[config.mk]
export PLATFORM = sky130hd
export DESIGN_NAME = ptw_top
export DESIGN_NICKNAME = d
export VERILOG_FILES = /design/src/rtl/ptw_pkg.sv /design/src/rtl/ptw_addr_gen.sv /design/src/rtl/ptw_perm.sv /design/src/rtl/ptw_top.sv
export SDC_FILE = /design/constraint.sdc
export NUM_CORES = 1
export LEC_CHECK = 0
export BUFFER_PORTS_ARGS = -buffer_cell sky130_fd_sc_hd__clkbuf_2
export CAP_MARGIN = 25
export CORE_MARGIN = 1.5
export CORE_UTILIZATION = 50
export CTS_CLUSTER_SIZE = 40
export DETAILED_ROUTE_END_ITERATION = 12
export PLACE_DENSITY = 0.83
export SLEW_MARGIN = 25
export SYNTH_ARGS = -nofsm -noshare
export SYNTH_HDL_FRONTEND = slang
export SYNTH_SLANG_ARGS = --single-unit
[constraint.sdc]
create_clock -name clk -period 2.9 [get_ports clk]
set_input_delay 0.58 -clock clk [delete_from_list [all_inputs] [get_ports clk]]
set_output_delay 0.58 -clock clk [all_outputs]
set_load 0.005 [all_outputs]
[src/rtl/ptw_pkg.sv]
package ptw_pkg;
  localparam int VA_W    = 32;
  localparam int PA_W    = 36;
  localparam int OFF_W   = 12;
  localparam int REG_IW  = 8;
  localparam int SEG_IW  = 6;
  localparam int PG_IW   = 6;
  localparam int VPN_W   = VA_W - OFF_W;
  localparam int BIT_C   = 7;
  localparam int BIT_M   = 6;
  localparam int BIT_R   = 5;
  localparam int PROT_LO = 2;

  typedef enum logic [1:0] {
    ET_INVALID = 2'd0, ET_PTD = 2'd1, ET_PTE = 2'd2, ET_RSVD = 2'd3
  } ent_kind_t;

  typedef enum logic [1:0] {
    LV_CTX = 2'd0, LV_REG = 2'd1, LV_SEG = 2'd2, LV_PAGE = 2'd3
  } walk_lvl_t;

  typedef enum logic [2:0] {
    S_IDLE, S_CTX, S_REG, S_SEG, S_PAGE, S_WB, S_DONE
  } walk_st_t;
endpackage

[src/rtl/ptw_addr_gen.sv]
module ptw_addr_gen
  import ptw_pkg::*;
#(
  parameter int CTX_W = 4
) (
  input  walk_lvl_t              lvl,
  input  logic [31:0]            tbl_ptr,
  input  logic [CTX_W-1:0]       ctx,
  input  logic [31:0]            ptd,
  input  logic [VPN_W-1:0]       vpn,
  output logic [PA_W-1:0]        addr
);
  localparam int PG_LO  = 0;
  localparam int SEG_LO = PG_IW;
  localparam int REG_LO = PG_IW + SEG_IW;

  logic [31:0]     ctx_addr;
  logic [PA_W-1:0] base;
  logic [7:0]      idx;

  always_comb begin
    ctx_addr = ((tbl_ptr >> 2) << 6) | (32'(ctx) << 2);
    base     = ((PA_W'(ptd)) >> 2) << 6;
    unique case (lvl)
      LV_REG:  idx = 8'(vpn[REG_LO +: REG_IW]);
      LV_SEG:  idx = 8'(vpn[SEG_LO +: SEG_IW]);
      default: idx = 8'(vpn[PG_LO  +: PG_IW]);
    endcase
    if (lvl == LV_CTX) addr = PA_W'(ctx_addr);
    else               addr = base | (PA_W'(idx) << 2);
  end
endmodule

[src/rtl/ptw_perm.sv]
module ptw_perm (
  input  logic [2:0] prot,
  input  logic       user,
  input  logic       write,
  output logic       deny
);
  logic may_write;
  always_comb begin
    may_write = prot[0] && !(user && prot[2]);
    deny      = (user && (prot > 3'd5)) || (write && !may_write);
  end
endmodule

[src/rtl/ptw_top.sv]
module ptw_top
  import ptw_pkg::*;
#(
  parameter int CTX_W = 4
) (
  input  logic             clk,
  input  logic             rst,
  input  logic [31:0]      tbl_ptr,
  input  logic [CTX_W-1:0] ctx_id,
  input  logic             req_valid,
  input  logic [31:0]      req_va,
  input  logic             req_write,
  input  logic             req_user,
  output logic             busy,
  output logic             mem_req,
  output logic             mem_we,
  output logic [PA_W-1:0]  mem_addr,
  output logic [31:0]      mem_wdata,
  input  logic             mem_ack,
  input  logic [31:0]      mem_rdata,
  output logic             rsp_valid,
  output logic             rsp_fault,
  output logic [1:0]       rsp_level,
  output logic [PA_W-1:0]  rsp_pa,
  output logic             rsp_cacheable
);
  walk_st_t        st;
  logic [31:0]     va_q;
  logic            wr_q, usr_q;
  walk_lvl_t       nxt_lvl, cur_lvl;
  logic [PA_W-1:0] gen_addr;
  logic            deny;
  logic [31:0]     upd;
  ent_kind_t       kind;

  always_comb begin
    unique case (st)
      S_CTX:   begin nxt_lvl = LV_REG;  cur_lvl = LV_CTX; end
      S_REG:   begin nxt_lvl = LV_SEG;  cur_lvl = LV_REG; end
      S_SEG:   begin nxt_lvl = LV_PAGE; cur_lvl = LV_SEG; end
      default: begin nxt_lvl = LV_CTX;  cur_lvl = LV_PAGE; end
    endcase
    kind = ent_kind_t'(mem_rdata[1:0]);
    upd  = mem_rdata | (32'd1 << BIT_R) | (wr_q ? (32'd1 << BIT_M) : 32'd0);
  end

  ptw_addr_gen #(.CTX_W(CTX_W)) u_addr (
    .lvl     (nxt_lvl),
    .tbl_ptr (tbl_ptr),
    .ctx     (ctx_id),
    .ptd     (mem_rdata),
    .vpn     (st == S_IDLE ? req_va[VA_W-1:OFF_W] : va_q[VA_W-1:OFF_W]),
    .addr    (gen_addr)
  );

  ptw_perm u_perm (
    .prot  (mem_rdata[PROT_LO +: 3]),
    .user  (usr_q),
    .write (wr_q),
    .deny  (deny)
  );

  assign busy = (st != S_IDLE);

  always_ff @(posedge clk) begin
    if (rst) begin
      st            <= S_IDLE;
      va_q          <= '0;
      wr_q          <= 1'b0;
      usr_q         <= 1'b0;
      mem_req       <= 1'b0;
      mem_we        <= 1'b0;
      mem_addr      <= '0;
      mem_wdata     <= '0;
      rsp_valid     <= 1'b0;
      rsp_fault     <= 1'b0;
      rsp_level     <= '0;
      rsp_pa        <= '0;
      rsp_cacheable <= 1'b0;
    end else begin
      unique case (st)
        S_IDLE: begin
          rsp_valid <= 1'b0;
          if (req_valid) begin
            va_q     <= req_va;
            wr_q     <= req_write;
            usr_q    <= req_user;
            mem_addr <= gen_addr;
            mem_we   <= 1'b0;
            mem_req  <= 1'b1;
            st       <= S_CTX;
          end
        end
        S_CTX, S_REG, S_SEG: begin
          if (mem_ack) begin
            if (kind == ET_PTD) begin
              mem_addr <= gen_addr;
              st       <= (st == S_CTX) ? S_REG : (st == S_REG) ? S_SEG : S_PAGE;
            end else begin
              mem_req       <= 1'b0;
              rsp_valid     <= 1'b1;
              rsp_fault     <= 1'b1;
              rsp_level     <= cur_lvl;
              rsp_pa        <= '0;
              rsp_cacheable <= 1'b0;
              st            <= S_DONE;
            end
          end
        end
        S_PAGE: begin
          if (mem_ack) begin
            if (kind != ET_PTE || deny) begin
              mem_req       <= 1'b0;
              rsp_valid     <= 1'b1;
              rsp_fault     <= 1'b1;
              rsp_level     <= LV_PAGE;
              rsp_pa        <= '0;
              rsp_cacheable <= 1'b0;
              st            <= S_DONE;
            end else begin
              rsp_fault     <= 1'b0;
              rsp_level     <= LV_PAGE;
              rsp_pa        <= {mem_rdata[31:8], va_q[OFF_W-1:0]};
              rsp_cacheable <= mem_rdata[BIT_C];
              if (upd != mem_rdata) begin
                mem_we    <= 1'b1;
                mem_wdata <= upd;
                st        <= S_WB;
              end else begin
                mem_req   <= 1'b0;
                rsp_valid <= 1'b1;
                st        <= S_DONE;
              end
            end
          end
        end
        S_WB: begin
          if (mem_ack) begin
            mem_req   <= 1'b0;
            mem_we    <= 1'b0;
            rsp_valid <= 1'b1;
            st        <= S_DONE;
          end
        end
        default: begin
          rsp_valid <= 1'b0;
          st        <= S_IDLE;
        end
      endcase
    end
  end
endmodule

* Word-level counts from Yosys, hierarchy flattened *
Index checks and enable logic that the tools add are counted.

word-level totals
  bits in registers = 148
  input bits = 106
  output and inout bits = 112
  logic and storage cells = 116

operators by class
  $lt $le $gt $ge = 1
  eq/ne operators = 19
  muxes and demuxes = 55
  bitwise operators = 4
  reduce and logical (&&, ||, !) cells = 24

operators with widths
  operator            count
  $mux 36             8
  $pmux 36 s2         2
  $or 36x10->36       1
  $ne 32x32->1        1
  $or 32x6->32        1
  $or 32x7->32        1
  $mux 1              21
  $mux 3              7
  $mux 20             1
  $ne 2x2->1 const B  9
  $pmux 8 s2          1
  $reduce_and 4->1    4
  $pmux 2 s3          2
  $pmux 3 s4          1
  $mux 2              5
  $mux 7              1
  $reduce_and 7->1    1
  $eq 3x2->1 const B  2
  $eq 3x3->1 const B  2
  $pmux 1 s3          2
  $reduce_and 6->1    1
  $reduce_bool 3->1   2
  $reduce_and 5->1    1
  $eq 2x1->1 const B  2
  other kinds (17)    24

* Depth between registers and ports, before layout *
  depth after elaboration = 10
  gate-level depth with buffers = 11

* Hierarchy *
A second synthesis with hierarchy kept.

unflattened totals
  cells, all modules = 699
  area, all modules = 6,272.3 µm²

by module, submodules not included
  module        times used  cells an instance  area each (µm²)
  ptw_top       1           627                5,651.7
  ptw_addr_gen  1           69                 599.3
  ptw_perm      1           3                  21.3

* Worst setup path after synthesis *
No wires, ideal clock.

  path kind = register to register
  from = reg st[2]
  to = reg mem_addr[19]
  arrival time = 2.161 ns
  path slack = 0.593 ns
  cell stages (with the launch flop) = 10
  period minus slack after synthesis = 2.307 ns
  path through = dfxtp_1 > buf_2 > buf_1 > nor2_1 > inv_1 > ha_1 > clkbuf_1 > clkbuf_1 > mux2i_1 > a211oi_2

on the way
  longest elaborated chain between the ends = 7
  elaborated cells on any way between the ends = 17
  classes of those cells = 6 x eq/ne; 6 x mux; 5 x reduce/logical

RTL lines
  what                                      RTL line                      source
  start, declared                           ptw_top.sv:27                 walk_st_t st;
  start signal, assigned                    ptw_top.sv:98                 st <= (st == S_CTX) ? S_REG : (st == S_REG) ? S_SEG : S_PAGE;
  $eq 3x2->1 or $eq 3x1->1 (tied branches)  ptw_top.sv:37, ptw_top.sv:81
  $pmux 2 s3                                ptw_top.sv:37                 unique case (st)
  $logic_not 2->1                           ptw_addr_gen.sv:29            if (lvl == LV_CTX) addr = PA_W'(ctx_addr);
  $mux 36                                   ptw_addr_gen.sv:29
  $mux 36                                   ptw_top.sv:96                 if (kind == ET_PTD) begin
  $mux 36                                   ptw_top.sv:95                 if (mem_ack) begin
  $pmux 36 s2                               ptw_top.sv:81                 unique case (st)
  end signal, assigned                      ptw_top.sv:88                 mem_addr <= gen_addr;
  end signal, assigned                      ptw_top.sv:97                 mem_addr <= gen_addr;
  end, declared                             ptw_top.sv:17                 output logic [PA_W-1:0] mem_addr,

Parallel ways exist; a longest one is shown, timed or not. The select of a mux whose other input is x is not followed.
A chain may end at the register's enable or synchronous reset.

* Worst setup path in the final report *
  from = reg st[2]
  to = out busy

on the way
  longest elaborated chain between the ends = 1

RTL lines
  what               RTL line       source
  $reduce_bool 3->1  ptw_top.sv:63  assign busy = (st != S_IDLE);
  end, declared      ptw_top.sv:14  output logic busy,

No other way between the ends.

==> impl_metrics.csv <==
group,metric,value,unit
status,outcome,"finished clean",
die,start_util,52.1,%
synthesis,synth_edf_count,0,
synthesis,synth_cells,640,
critical_path,r2r-end,"mem_addr[2]$_SDFFE_PP0P_",
synthesis,synth-compound-area-share,20.7,%
cts,cts_resized,0,
synthesis,synthArstFlopShare,0,%
sta,slew_viol_final,0,
routing,wl_met3,1310,um
routing,drc,0,
synthesis,postSynthAreaPerCell,9.41,sq um
sta,worstMarginPinSlew,0.732,ns
global_route,grt_max_degree,62,
synthesis,synth_fa_ha_area_share,0.623,%
critical_path,crit_fanout,18,
critical_path,arrival,1.84,ns
pwr,power_density,835,nW/um^2
synthesis,yosysUniqueCellTypes,50,
pwr,p_leak,3.62,nW
synthesis,syn_area,6020,sq um
critical_path,r2r_start,"st[2]$_SDFFE_PP0P_",
sta,rsz0062_at_grt,"false",
routing,wl_per_cell,16.6,um
sta,report.final.hold_viol_count,0,
synthesis,synth_top_area_share,48.5,%
cts,root_buffer,"clkbuf_16",
cts,clkLatencyLatePin,0.42,ns
routing,met1Wirelength,7000,um
hold_path,min_path_type,"input port to register",
sta,fin_skew,0.00834,ns
cts,path_clk_slew,0.06,ns
synthesis,ys.flop_type,"dfxtp_1",
global_route,antenna_found_initial,0,
routing,highest_layer,"met4",
synthesis,yosys.area.top_type,"dfxtp_1",
critical_path,crit_end,"busy",
pwr,vdd_ir_drop_max,0.522,mV
synthesis,synth_common_cells,"146 x dfxtp_1, 94 x nand2_1, 58 x nor2_1, 57 x a21oi_1, 52 x mux2i_1",
cells_and_area,area_growth,27.4,%
global_route,gr-usage-all-layers,25.8,%
critical_path,critPathCaptureType,"primary output",
die,die_x,113,um
critical_path,regToRegSetupSlack,0.52,ns
cts,clk_path_buf_depth,2,
job,drv_cap,0,
critical_path,reg2regPathDepth,6,
sta,fin_crit,2.42,ns
cts,cts_tree,"done",
cts,clock_sinks,146,
critical_path,path_class,"register to primary output",
placed_design,io_buffers,209,
routing,drtAntennaViolNets,0,
die,io_pins,218,
critical_path,worstPathRequired,2.32,ns
die,dieArea,12700,sq um
die,rows,39,
placed_design,gp_congestion,0.903,
cells_and_area,drive_gt1_share,33.8,%
synthesis,yosysSeqAreaShare,48.5,%
synthesis,synth.area.mux_share,8.83,%
cts,cts_htree_levels,4,
routing,num_vias,5480,
cts,ctsHoldBuffers,0,
placed_design,dp_hpwl,11100,um
routing,routed_wl,16300,um
global_route,grt_pass1_wl,26100,um
critical_path,start_kind,"register",
synthesis,synthTopCellsByArea,"dfxtp_1 49%, mux2i_1 8.6%, nand2_1 5.9%",
critical_path,startpoint,"st[2]$_SDFFE_PP0P_",
cells_and_area,diodes,0,
cells_and_area,nNetsFinal,938,
synthesis,synth_most_common_cell,"dfxtp_1",
global_route,first_global_vias,5219,
cts,cts_setup_buffers,0,
sta,tns,0,ns
sta,relSlewSlack,51.2,%
die,die_h,113,um
synthesis,yosys_warnings,0,
die,core-area,11600,sq um
synthesis,synth_seq_cells,146,
sta,finalCritPeriodShare,83.3,%
routing,drt_iter0_drc,471,
routing,drtPass1Iterations,5,
synthesis,synth_top_family_by_area,"compound AO/OA/AOI/OAI gates",
routing,vias_per_cell,5.57,
synthesis,synthSimpleGateAreaFrac,15.7,%
sta,final-setup-viol-count,0,
synthesis,synth-xor-area-share,0.145,%
sta,fmax,0.414,GHz
sta,hold-worst-slack,0.380,ns
cts,cts_buffers,17,
global_route,grt_overflow_total,0,
routing,wl_met2,7850,um
-- cells in the final DEF (no fill, tap or decap), types with 4 or more instances in the layout --
cell	synthesis	routed
nand3b_1	5	5
nor3_1	12	12
clkbuf_2	0	208
nor2b_1	5	5
nand2_1	94	94
buf_12	0	4
o211ai_1	5	5
a22o_1	37	37
clkinvlp_4	0	4
nand2b_1	4	4
mux2i_1	52	52
buf_4	8	10
inv_1	14	14
clkinv_2	0	4
a211oi_2	21	21
a211oi_1	4	4
a22oi_1	4	4
a31oi_1	4	4
dfxtp_1	146	146
a21oi_1	57	57
nor2_1	58	58
nand3_1	15	15
clkbuf_16	0	17
o21ai_0	6	6
a21boi_0	5	5
-- per-stage QoR --
stage	instance area [sq um]	instances	power (mW)	worst slack (ns)	utilization, %
2_1_floorplan	6030	641	3.82	0.593	-
3_3_place_gp	7140	953	4.41	0.656	61.8
3_5_place_dp	7140	953	4.46	0.588	61.8
4_1_cts	7680	984	6.43	0.509	66.4
5_1_grt	7680	984	6.73	0.321	66.4
6_report	7680	984	6.41	0.485	66.4
-- worst min path at each step --
stage / cells after the start / slack (ns) / end / startpoint
after global routing: 3 / 0.38 / va_q[1]$_SDFFE_PP0P_ / req_va[1]
final: 3 / 0.38 / va_q[10]$_SDFFE_PP0P_ / req_va[10]
after floorplan: 2 / 0.43 / va_q[21]$_SDFFE_PP0P_ / va_q[21]$_SDFFE_PP0P_
after global placement: 2 / 0.44 / mem_wdata[1]$_SDFFE_PP0P_ / mem_wdata[1]$_SDFFE_PP0P_
after CTS: 3 / 0.37 / va_q[10]$_SDFFE_PP0P_ / req_va[10]
after detailed placement: 2 / 0.44 / mem_wdata[1]$_SDFFE_PP0P_ / mem_wdata[1]$_SDFFE_PP0P_
-- registers in the layout, indices dropped and copies added, names as in the netlist --
signal	flops
usr_q	1
mem_we	1
rsp_valid	1
mem_req	1
st	3
rsp_cacheable	1
rsp_level	2
mem_wdata	32
rsp_pa	36
rsp_fault	1
wr_q	1
mem_addr	34
va_q	32
-- worst max-delay path, stage by stage (launching register included) --
cell and delay (ns):
dfxtp_1 0.44, buf_4 0.25, nor3_4 0.31, inv_2 0.25, clkbuf_2 0.17
-- kinds of logic after synthesis --
family	Yosys count
AND/OR/NAND/NOR	206
AO/OA/AOI/OAI	162
flip-flops	146
buffers and inverters	68
multiplexers	53
adder cells (fa/ha/maj)	3
other	1
XOR/XNOR	1
-- cell type report --
| cell class | count | area, sq um |
|---|---|---|
| Multi-Input combinational cell | 427 | 2790 |
| Sequential cell | 146 | 2920 |
| Fill cell | 902 | 3890 |
| Clock inverter | 9 | 58.8 |
| Timing Repair Buffer | 222 | 1200 |
| Inverter | 15 | 56.3 |
| Tap cell | 143 | 179 |
| Clock buffer | 22 | 474 |
-- power by group --
group / switching (mW) / internal [mW]
Clock: 0.819 / 1.15
Sequential: 0.143 / 2.26
Combinational: 1.23 / 0.806
-- routing by layer --
metal | global-route usage, % | vias to the layer above
li1 | - | 2634
met1 | 31.8 | 2574
met2 | 43.4 | 252
met3 | 8.46 | 20
met4 | 7.68 | 0
met5 | 0 | -
(Power assumes the default switching activity.)
